<file path="config.mk">
export PLATFORM = sky130hd
export DESIGN_NAME = mux_byte_bridge
export DESIGN_NICKNAME = d
export VERILOG_FILES = /design/src/rtl/mux_byte_bridge_pkg.sv /design/src/rtl/mux_byte_bridge_sync.sv /design/src/rtl/mux_byte_bridge_addr.sv /design/src/rtl/mux_byte_bridge_fsm.sv /design/src/rtl/mux_byte_bridge.sv
export SDC_FILE = /design/constraint.sdc
export NUM_CORES = 1
export LEC_CHECK = 0
export ABC_AREA = 0
export CORE_ASPECT_RATIO = 0.75
export CORE_UTILIZATION = 40
export DETAILED_ROUTE_END_ITERATION = 6
export PLACE_DENSITY = 0.68
export SYNTH_ARGS = -nofsm -noshare
export SYNTH_HDL_FRONTEND = slang
export SYNTH_HIERARCHICAL = 1
export SYNTH_SLANG_ARGS = --single-unit
</file>
<file path="constraint.sdc">
create_clock -name clk -period 3.6 [get_ports clk]
set_input_delay 0.36 -clock clk [delete_from_list [all_inputs] [get_ports clk]]
set_output_delay 0.36 -clock clk [all_outputs]
set_load 0.005 [all_outputs]
</file>
<file path="src/rtl/mux_byte_bridge_pkg.sv">
package mux_byte_bridge_pkg;

    typedef enum logic [3:0] {
        S_IDLE,
        S_ADDR_HI,
        S_ADDR_LO,
        S_DATA,
        S_RD_REQ,
        S_RD_CAP,
        S_RD_DRIVE,
        S_WR_FIRST,
        S_WR_SECOND
    } bridge_state_t;

    // positions inside the synchronized strobe vector
    localparam int SIG_CS  = 0;
    localparam int SIG_ADV = 1;
    localparam int SIG_OE  = 2;
    localparam int SIG_WE  = 3;
    localparam int SIG_BE0 = 4;
    localparam int SIG_BE1 = 5;
    localparam int SIG_A0  = 6;
    localparam int SIG_N   = 7;

    // idle level of every synchronized input
    localparam logic [SIG_N-1:0] SIG_IDLE = 7'b011_1111;

endpackage

</file>
<file path="src/rtl/mux_byte_bridge_sync.sv">
module mux_byte_bridge_sync #(
    parameter int WIDTH = 7,
    parameter int STAGES = 2,
    parameter logic [WIDTH-1:0] RST_VAL = '1
) (
    input  logic             clk,
    input  logic             rst_n,
    input  logic [WIDTH-1:0] async_in,
    output logic [WIDTH-1:0] lvl,
    output logic [WIDTH-1:0] rise,
    output logic [WIDTH-1:0] fall
);
    logic [WIDTH-1:0] chain [STAGES];
    logic [WIDTH-1:0] prev;

    genvar s;
    generate
        for (s = 0; s < STAGES; s++) begin : g_stage
            always_ff @(posedge clk or negedge rst_n) begin
                if (!rst_n) begin
                    chain[s] <= RST_VAL;
                end else begin
                    if (s == 0) begin
                        chain[s] <= async_in;
                    end else begin
                        chain[s] <= chain[(s == 0) ? 0 : s-1];
                    end
                end
            end
        end
    endgenerate

    always_ff @(posedge clk or negedge rst_n) begin
        if (!rst_n) begin
            prev <= RST_VAL;
        end else begin
            prev <= chain[STAGES-1];
        end
    end

    assign lvl  = chain[STAGES-1];
    assign rise = chain[STAGES-1] & ~prev;
    assign fall = ~chain[STAGES-1] & prev;
endmodule

</file>
<file path="src/rtl/mux_byte_bridge_addr.sv">
module mux_byte_bridge_addr #(
    parameter int BUS_W = 16
) (
    input  logic               clk,
    input  logic               rst_n,
    input  logic [BUS_W-1:0]   ad_in,
    input  logic               cap_hi,
    input  logic               cap_lo,
    output logic [2*BUS_W-1:0] word_addr
);
    logic [BUS_W-1:0] hi_q;
    logic [BUS_W-1:0] lo_q;

    always_ff @(posedge clk or negedge rst_n) begin
        if (!rst_n) begin
            hi_q <= '0;
            lo_q <= '0;
        end else begin
            if (cap_hi) hi_q <= ad_in;
            if (cap_lo) lo_q <= ad_in;
        end
    end

    assign word_addr = {hi_q, lo_q};
endmodule

</file>
<file path="src/rtl/mux_byte_bridge_fsm.sv">
module mux_byte_bridge_fsm
    import mux_byte_bridge_pkg::*;
#(
    parameter int BUS_W = 16,
    parameter int PA_W = 20
) (
    input  logic             clk,
    input  logic             rst_n,
    input  logic             shift_mode,
    input  logic             cs_s,
    input  logic             oe_s,
    input  logic             adv_rise,
    input  logic             oe_fall,
    input  logic             we_fall,
    input  logic [1:0]       be_s,
    input  logic             a0_s,
    input  logic [BUS_W-1:0] ad_in,
    input  logic [PA_W-1:0]  word_addr,
    input  logic [7:0]       per_rdata,
    output logic             cap_hi,
    output logic             cap_lo,
    output logic [BUS_W-1:0] ad_out,
    output logic             ad_oe,
    output logic             wait_o,
    output logic [PA_W-1:0]  per_addr,
    output logic [7:0]       per_wdata,
    output logic             per_we,
    output logic             per_re
);
    localparam int BYTE_W = BUS_W / 2;

    bridge_state_t state, nxt;
    logic [BUS_W-1:0]  wr_data;
    logic [1:0]        wr_be;
    logic              rd_lane;
    logic [BYTE_W-1:0] rd_buf;
    logic              split;
    logic              wr_hi_lane;
    logic              lane;

    assign split      = !shift_mode && (wr_be == 2'b00);
    assign wr_hi_lane = (wr_be == 2'b01);

    // next-state selection
    always_comb begin
        nxt = state;
        unique case (state)
            S_IDLE:      if (!cs_s) nxt = S_ADDR_HI;
            S_ADDR_HI:   if (cs_s) nxt = S_IDLE; else if (adv_rise) nxt = S_ADDR_LO;
            S_ADDR_LO:   if (cs_s) nxt = S_IDLE; else if (adv_rise) nxt = S_DATA;
            S_DATA: begin
                if (cs_s) nxt = S_IDLE;
                else if (oe_fall) nxt = S_RD_REQ;
                else if (we_fall && (be_s != 2'b11)) nxt = S_WR_FIRST;
            end
            S_RD_REQ:    nxt = S_RD_CAP;
            S_RD_CAP:    nxt = S_RD_DRIVE;
            S_RD_DRIVE:  if (cs_s) nxt = S_IDLE; else if (oe_s) nxt = S_DATA;
            S_WR_FIRST:  nxt = split ? S_WR_SECOND : S_DATA;
            S_WR_SECOND: nxt = S_DATA;
            default:     nxt = S_IDLE;
        endcase
    end

    // state register and the data held across states
    always_ff @(posedge clk or negedge rst_n) begin
        if (!rst_n) begin
            state   <= S_IDLE;
            wr_data <= '0;
            wr_be   <= 2'b11;
            rd_lane <= 1'b0;
            rd_buf  <= '0;
        end else begin
            state <= nxt;
            if (state == S_DATA && we_fall) begin
                wr_data <= ad_in;
                wr_be   <= be_s;
            end
            if (state == S_DATA && oe_fall) begin
                rd_lane <= a0_s;
            end
            if (state == S_RD_CAP) begin
                rd_buf <= per_rdata;
            end
        end
    end

    // outputs
    always_comb begin
        cap_hi = (state == S_ADDR_HI) && adv_rise && !cs_s;
        cap_lo = (state == S_ADDR_LO) && adv_rise && !cs_s;

        unique case (state)
            S_RD_REQ, S_RD_CAP: lane = rd_lane;
            S_WR_SECOND:        lane = 1'b1;
            default:            lane = wr_hi_lane;
        endcase

        if (shift_mode) per_addr = word_addr;
        else            per_addr = {word_addr[PA_W-2:0], lane};

        if (lane) per_wdata = wr_data[BUS_W-1:BYTE_W];
        else      per_wdata = wr_data[BYTE_W-1:0];

        per_we = (state == S_WR_FIRST) || (state == S_WR_SECOND);
        per_re = (state == S_RD_REQ);
        wait_o = (state == S_RD_REQ) || (state == S_RD_CAP) ||
                 (state == S_WR_SECOND) || ((state == S_WR_FIRST) && split);
        ad_oe  = !cs_s && !oe_s &&
                 ((state == S_RD_REQ) || (state == S_RD_CAP) || (state == S_RD_DRIVE));
        ad_out = {rd_buf, rd_buf};
    end
endmodule

</file>
<file path="src/rtl/mux_byte_bridge.sv">
module mux_byte_bridge
    import mux_byte_bridge_pkg::*;
#(
    parameter int BUS_W = 16,
    parameter int PA_W = 20
) (
    input  logic             clk,
    input  logic             rst_n,
    input  logic             shift_mode,
    input  logic             cs_n,
    input  logic             adv_n,
    input  logic             oe_n,
    input  logic             we_n,
    input  logic [1:0]       be_n,
    input  logic             a0,
    input  logic [BUS_W-1:0] ad_in,
    output logic [BUS_W-1:0] ad_out,
    output logic             ad_oe,
    output logic             wait_o,
    output logic [PA_W-1:0]  per_addr,
    output logic [7:0]       per_wdata,
    output logic             per_we,
    output logic             per_re,
    input  logic [7:0]       per_rdata
);
    localparam int WA_W = 2 * BUS_W;

    logic [SIG_N-1:0] raw, lvl, rise, fall;
    logic [WA_W-1:0]  word_full;
    logic             cap_hi, cap_lo;
    logic             unused_sync;

    assign raw = {a0, be_n[1], be_n[0], we_n, oe_n, adv_n, cs_n};

    mux_byte_bridge_sync #(
        .WIDTH(SIG_N), .STAGES(2), .RST_VAL(SIG_IDLE)
    ) u_sync (
        .clk(clk), .rst_n(rst_n), .async_in(raw),
        .lvl(lvl), .rise(rise), .fall(fall)
    );

    mux_byte_bridge_addr #(.BUS_W(BUS_W)) u_addr (
        .clk(clk), .rst_n(rst_n), .ad_in(ad_in),
        .cap_hi(cap_hi), .cap_lo(cap_lo), .word_addr(word_full)
    );

    generate
        if (PA_W < WA_W) begin : g_trim
            logic unused_addr;
            assign unused_addr = ^word_full[WA_W-1:PA_W];
        end
    endgenerate

    assign unused_sync = ^{lvl[SIG_ADV], lvl[SIG_WE], rise[SIG_CS], rise[SIG_OE],
                           rise[SIG_WE], rise[SIG_A0:SIG_BE0], fall[SIG_CS],
                           fall[SIG_ADV], fall[SIG_A0:SIG_BE0]};

    mux_byte_bridge_fsm #(.BUS_W(BUS_W), .PA_W(PA_W)) u_fsm (
        .clk(clk), .rst_n(rst_n), .shift_mode(shift_mode),
        .cs_s(lvl[SIG_CS]), .oe_s(lvl[SIG_OE]),
        .adv_rise(rise[SIG_ADV]), .oe_fall(fall[SIG_OE]), .we_fall(fall[SIG_WE]),
        .be_s(lvl[SIG_BE1:SIG_BE0]), .a0_s(lvl[SIG_A0]),
        .ad_in(ad_in), .word_addr(word_full[PA_W-1:0]), .per_rdata(per_rdata),
        .cap_hi(cap_hi), .cap_lo(cap_lo),
        .ad_out(ad_out), .ad_oe(ad_oe), .wait_o(wait_o),
        .per_addr(per_addr), .per_wdata(per_wdata),
        .per_we(per_we), .per_re(per_re)
    );
endmodule

</file>
==> results of run 1 <==
==> critical path, cell delays in order, from the launching register on <==
cell and delay (ns):
sky130_fd_sc_hd__dfrtp_1 0.73, sky130_fd_sc_hd__nor3_1 0.15, sky130_fd_sc_hd__o21ai_0 0.35, sky130_fd_sc_hd__o311ai_4 0.29, sky130_fd_sc_hd__mux2_1 0.39, sky130_fd_sc_hd__clkdlybuf4s50_1 0.44
==> metal layers <==
metal	up-vias	routed length, microns	GRT usage
met4	0	70	0.0507
li1	922	-	-
met1	967	3060	0.241
met5	-	0	0
met3	7	358	0.0591
met2	61	2850	0.237
==> through the flow <==
step	setup WS [ns]	cells	hold slack (ns)
2_1_floorplan	1.71	223	0.0644
3_3_place_gp	0.907	383	0.318
3_5_place_dp	0.889	383	0.323
4_1_cts	0.539	400	0.357
5_1_grt	0.377	400	0.358
6_report	0.559	400	0.355
==> layout by cell type, fill, tap and decap left out, types with 2 or more instances in the layout <==
cell,n
sky130_fd_sc_hd__clkdlybuf4s50_1,80
sky130_fd_sc_hd__mux2_2,63
sky130_fd_sc_hd__dfrtp_1,51
sky130_fd_sc_hd__dfstp_2,17
sky130_fd_sc_hd__clkbuf_8,11
sky130_fd_sc_hd__mux2_4,10
sky130_fd_sc_hd__nand2_1,6
sky130_fd_sc_hd__o21ai_0,5
sky130_fd_sc_hd__nor2_1,5
sky130_fd_sc_hd__buf_4,4
sky130_fd_sc_hd__mux2_1,4
sky130_fd_sc_hd__clkbuf_1,3
sky130_fd_sc_hd__nor3_1,3
sky130_fd_sc_hd__nor2b_1,3
sky130_fd_sc_hd__nor3b_1,3
sky130_fd_sc_hd__a21oi_1,3
sky130_fd_sc_hd__and2b_2,3
sky130_fd_sc_hd__nand2b_1,2
sky130_fd_sc_hd__nand3b_1,2
==> area by class of cell <==
cell class / instances / area share
multi-input combinational: 128 / 0.302
timing repair buffer: 86 / 0.204
tap: 101 / 0.0304
inverter: 1 / 0.000904
clock inverter: 2 / 0.00844
sequential: 68 / 0.415
clock buffer: 14 / 0.0392
==> final timing paths <==
kind                            depth (start not counted)  slack [ns]              to
min in group asynchronous                               2        0.48  u_addr/lo_q[9]
worst max register to register                          4        1.49  u_addr/lo_q[3]
max in group asynchronous                               3        2.38  u_sync/prev[1]
worst min register to register                          0        0.36   u_sync/lvl[2]
worst max-delay path                                    5        0.56    per_wdata[7]
worst min-delay path                                    0        0.36   u_sync/lvl[2]
==> registers in the layout, summed over array words and instances, names as in the netlist <==
signal	flops
u_addr/lo_q	16
u_fsm/state	4
u_fsm/rd_lane	1
u_addr/hi_q	4
u_fsm/rd_buf	8
u_sync/prev	3
u_sync/lvl	7
u_fsm/wr_be	2
u_fsm/wr_data	16
u_sync/chain	7
==> power by group through the flow <==
| stage | combinational (uW) | sequential (uW) | clock (uW) |
|---|---|---|---|
| after floorplan | 823 | 1210 | 0 |
| after global placement | 1380 | 1310 | 0 |
| after detailed placement | 1390 | 1320 | 0 |
| after CTS | 1400 | 1310 | 656 |
| after global routing | 1500 | 1360 | 686 |
| final | 1390 | 1310 | 630 |
==> impl.org, run 1 <==
** STA
- Tightest slew margin relative to the limit :: 0.491
- At the pin with the least slew margin, the transition time is 0.761 ns.
- Max-slew violation total from the final report :: 0
- The clock arrives with 0.00686 ns of skew.
- RSZ-0062 raised after global routing :: false
- Post-route fraction of the period consumed by the critical path :: 0.845
- Fmax achieved :: 329 MHz
- The total count of hold-check failures in the final report is 0.
- Clock period minus final worst setup slack :: 3.04 ns
- Sum of negative setup slack :: 0 ns
- Setup violations remaining at the end of the flow were counted as 0.

** Critical path
- Worst flop-to-flop path startpoint :: u_fsm/state[1]
- Data required, critical path :: 3.24 ns
- Critical Path Sink Type :: output pin
- STA classifies the critical path startpoint as a flop.
- Crit path DAT :: 2.68 ns
- Tracing the worst setup path back leads to its startpoint at u_fsm/state[1].
- By startpoint and endpoint, the worst setup path is classified as reg2out.
- Maximum fanout along the worst path :: 18

** Power and ir drop
- In this run the static leakage power is 0.00170 uW.
- Psw :: 921 uW
- Cell internal power was estimated by the tool at 2400 uW.
- The share of total power dissipated in the clock network is 0.190.
- Pwr dens :: 800 nW/um^2
- The worst-case IR drop observed on VDD is 0.413 mV.
- Switching share of power :: 0.277
- The design draws 3320 uW.
- Of the total power, registers draw 0.393.
- Of the total power, combinational logic draws 0.417.

** CTS
- For the worst-skew pair, the clock arrives at the later sink with an insertion delay of 0.34 ns.
- Clock-pin slew on the worst setup and hold paths :: 0.06 ns
- Counting the buffers created by CTS gives 9.
- TritonCTS built the clock tree.
- H-tree depth reported by CTS :: 3
- Number of buffers inserted by hold repair at cts :: 1
- Number of buffers inserted by post-CTS setup repair :: 0
- Number of gates resized after CTS :: 0
- The clock passes through at most 2 buffers.
- For this design, the sink count on the clock tree is 68.
- CTS placed an instance of sky130_fd_sc_hd__clkbuf_8 at the clock tree root.

** Global route
- Via count of the first global-routing pass :: 1987
- The first global-routing pass estimated 10600 microns of wire.
- Global route overflow :: 0
- Entering global routing, the biggest net connects 27 pins.
- Overall global routing resource usage :: 0.168
- The number of antenna violations at the first check in global routing is 0.

** Detailed routing
- Count of nets left with antenna violations after detail routing :: 0
- Final routed DRC violation total :: 0
- DRT iter0 DRCs :: 45
- Before antenna repair, the detailed router went through 5 iterations.
- The routed layout has 1957 vias.
- Post-DR wirelength/cell :: 15.8 microns
- Mean number of vias per cell :: 4.89
- Summed over all layers, the routed wires come to 6340 microns.

** Run status
- Run status :: complete, no violations

** Placement
- Summing all placed instances gives a cell area of 3940 sq um.
- The HPWL after detailed placement is 4490 microns.
- Global placement routability congestion :: 0.789
- In this run the tool buffered the top-level ports with 81 buffer cells.

** Job
- Max-cap violations in this run came to 0.

** Finish
- In the final layout, the multi-input gates occupy 1250 sq um.
- Fraction of layout cells with a size suffix above 1 :: 0.385
- Final #Nets :: 328
- Layout overhead on the synthesized area :: 30.4%
- The number of antenna diodes in the final layout is 0.
- Register cell area after layout :: 1720 sq um
- Final core area utilization :: 0.551
- Fill cell count :: 636
- After routing the design area is 4150 sq um.

** Hold path
- Hold Path Origin :: u_sync/chain[9]
- Class of the tightest hold or removal check :: reg2reg

** Floorplan
- Horizontal die dimension :: 105 microns
- Initial Utilization :: 0.423
- Row generation in the floorplan step produced 27 rows.
- Die boundary height :: 79.3 microns
- 82 I/O pins were placed.
- The die covers 8320 sq um.
- Core Footprint :: 7530 sq um

** Synth
- In this run the cell area of the synthesized design comes to 3180 sq um.
- The number of nets handed over by synthesis was 257.
- Yosys warnings :: 6
- Cells after Synth :: 223
- Post-Syn Area per Cell :: 14.3 sq um
Power figures use the tool's default switching activity.
==> inputs of run 2 (changes only) <==
==> constraint.sdc (replaced) <==
create_clock -name clk -period 3.1 [get_ports clk]
set_input_delay 0.31 -clock clk [delete_from_list [all_inputs] [get_ports clk]]
set_output_delay 0.31 -clock clk [all_outputs]
set_load 0.005 [all_outputs]
==> run 2 against run 1 <==
Compared with the run above:
- sequential power grew 16%
- highest routed layer unchanged
- via count grew 0.31%
- critical endpoint is now per_wdata[2]
- design area grew 0.54%
- clock skew grew 0.0040 ns
- sequential cell count is the same
- wire length shrank 0.58%
- cell count is the same
- worst hold slack lost 0.0038 ns
- global-route usage is essentially flat
- register-to-register slack lost 0.47 ns
- clock power grew 25%
- count of clock-buffer cells in the layout shrank 2
==> impl.org, run 2 (synthesis results as in run 1) <==
** Detailed routing
- In this run the top signal layer used is met4.
- Dividing the detail-routed wire length by the instance count gives 15.7 microns.
- For this run, design rule violations remaining after detail routing come to 0.
- The first TritonRoute pass finished after 4 iterations.
- Met2 WL post-DR :: 2820 microns
- Total via count after detailed routing :: 1963
- Met1 wire length :: 3040 microns
- Mean number of vias per cell :: 4.91
- DRT iter0 DRCs :: 98
- After detailed routing, the met3 layer carries 364 microns of wire.
- In this run the remaining antenna-violating nets after routing total 0.
- Routed Wire Length :: 6300 microns

** Critical path
- Walking the worst path, the cells encountered are nand2b_1, o311ai_4, mux2_2, clkdlybuf4s50_1.
- For the worst setup path, the data required time is 2.79 ns.
- The most critical setup path has its startpoint at u_fsm/state[3].
- STA classifies the critical path endpoint as an output pin.
- Maximum fanout along the worst path :: 9
- The worst setup path is of the reg2out kind.
- Crit path DAT :: 2.59 ns
- Max stage delay on crit path :: 0.61 ns
- Worst flop-to-flop path startpoint :: u_fsm/state[0]
- The worst setup path is launched from a flop.
- The worst register-to-register path has a depth of 3.
- Cell with the largest stage delay on the worst path :: sky130_fd_sc_hd__o311ai_4

** Placement
- Routability-driven placement finished with a final weighted congestion of 0.781.
- Final HPWL from detailed placement :: 4550 microns
- Number of I/O port buffers :: 81

** CTS
- Counting along the longest clock path gives a buffer depth of 2.
- # clock sinks :: 68
- Source-to-sink clock delay at the later pin of the worst-skew pair :: 0.34 ns
- CTS Buf Count :: 9
- Number of buffers inserted by post-CTS setup repair :: 0
- The tree is rooted in a sky130_fd_sc_hd__clkbuf_8.
- Clock-pin slew on the worst setup and hold paths :: 0.07 ns
- The H-tree was split into 3 levels.
- TritonCTS built the clock tree.

** Global route
- Pin count of the biggest net entering global routing :: 35
- For this run, the total global-route usage over all layers was measured as 0.168.
- The number of global-route vias before repair came to 2013.
- Global route overflow :: 0
- The number of antenna violations at the first check in global routing is 0.
- The first global-routing pass estimated 10500 microns of wire.

** Floorplan
- The die covers 8320 sq um.
- Core Footprint :: 7530 sq um
- Ports :: 82
- Die boundary height :: 79.3 microns
- Initial Utilization :: 0.423
- Num rows :: 27
- Horizontal die dimension :: 105 microns

** Finish
- The filler cells instantiated in the layout total 632.
- Of the cells placed in the final design, the portion with a size suffix greater than 1 is 0.391.
- For this run, the post-layout net count is 328.
- The largest registers in the layout are u_addr/lo_q (16), u_fsm/wr_data (16), u_fsm/rd_buf (8).
- The repair_antennas step left the layout with diodes totalling 0.
- Top library cells by usage in the layout, fill and taps aside :: sky130_fd_sc_hd__clkdlybuf4s50_1, sky130_fd_sc_hd__mux2_2, sky130_fd_sc_hd__dfrtp_1
- Layout overhead on the synthesized area :: 31.1%
- Most common library cell in the layout ignoring fill and taps :: sky130_fd_sc_hd__clkdlybuf4s50_1

** STA
- Worst-case hold slack :: 0.351 ns
- Clock period minus final worst setup slack :: 2.90 ns
- RSZ-0062 raised after global routing :: false
- Actual transition at the worst max-transition pin :: 0.782 ns
- Max-slew violation total from the final report :: 0
- Sum of negative setup slack :: 0 ns
- Final Skew :: 0.0109 ns
- Tightest slew margin relative to the limit :: 0.478
- The total count of hold-check failures in the final report was 0.
- Dividing the final minimum period by the clock period gives 0.934.
- Derived from the worst setup path, the maximum achievable clock frequency is 345 MHz.
- Setup Viol. Count Final :: 0

** Hold path
- Counting instances, the worst hold path has a depth of 0.
- Hold Path Origin :: u_sync/chain[9]
- The tightest min-delay check is of the reg2reg type.

** Power and ir drop
- VDD sags by at most 0.404 mV.
- Pwr dens :: 940 nW/um^2
- Static power due to leakage :: 0.00171 uW

** Run status
- Run status :: complete, no violations

** Job
- Number of max-cap violations :: 0
## run 2: cell count changes in the layout (fill, tap and decap cells not counted), sizes merged
cell,delta
bufinv,+1
clkinv,+1
clkbuf,-2
## run 2: critical path: cells and delay by family (launching register included)
| family | cells | cell delay [ns] |
|---|---|---|
| flip-flops | 1 | 0.46 |
| AND/OR/NAND/NOR | 1 | 0.32 |
| buffers and inverters | 1 | 0.46 |
| AO/OA/AOI/OAI | 1 | 0.61 |
| multiplexers | 1 | 0.41 |
## run 2: path summary, 6_finish.rpt
check | end | slack (ns)
min reg2reg | u_sync/lvl[2] | 0.35
min in group asynchronous | u_addr/lo_q[8] | 0.38
max reg2reg | u_fsm/rd_buf[3] | 1.02
max in group asynchronous | u_fsm/wr_be[1] | 1.99
min | u_sync/lvl[2] | 0.35
max | per_wdata[2] | 0.20
## run 2: power breakdown
part	internal, uW	switching (uW)
Sequential	1240	279
Clock	476	313
Combinational	1130	480
Total	2850	1070
## run 2: metrics by stage
step	worst slack [ns]	instances	total power [uW]	util	area (sq um)
finish	0.204	400	3920	0.554	4170
CTS	0.174	400	3970	0.554	4170
floorplan	1.26	223	2360	-	3180
global route	0.0484	400	4180	0.554	4170
detailed placement	0.550	383	3150	0.523	3940
global placement	0.600	383	3120	0.523	3940
## run 2: final cells by class
type / count / area, sq um / area share
tap: 101 / 126 / 0.0303
timing repair buffer: 86 / 846 / 0.203
clock buffer: 12 / 145 / 0.0348
sequential: 68 / 1720 / 0.413
clock inverter: 4 / 73.8 / 0.0177
inverter: 1 / 3.75 / 0.000900
multi-input combinational: 128 / 1250 / 0.300
## run 2: routing by layer
| metal | track usage | vias up |
|---|---|---|
| li1 | - | 917 |
| met1 | 0.232 | 962 |
| met2 | 0.248 | 76 |
| met3 | 0.0567 | 8 |
| met4 | 0.0535 | 0 |
| met5 | 0 | - |
## run 2: what timing repair did
action / CTS / global route
hold buffers: 1 / 0
gates resized for setup: 0 / 1
endpoints found under the hold margin: 9 / 0
endpoints found under the setup margin: 0 / 1
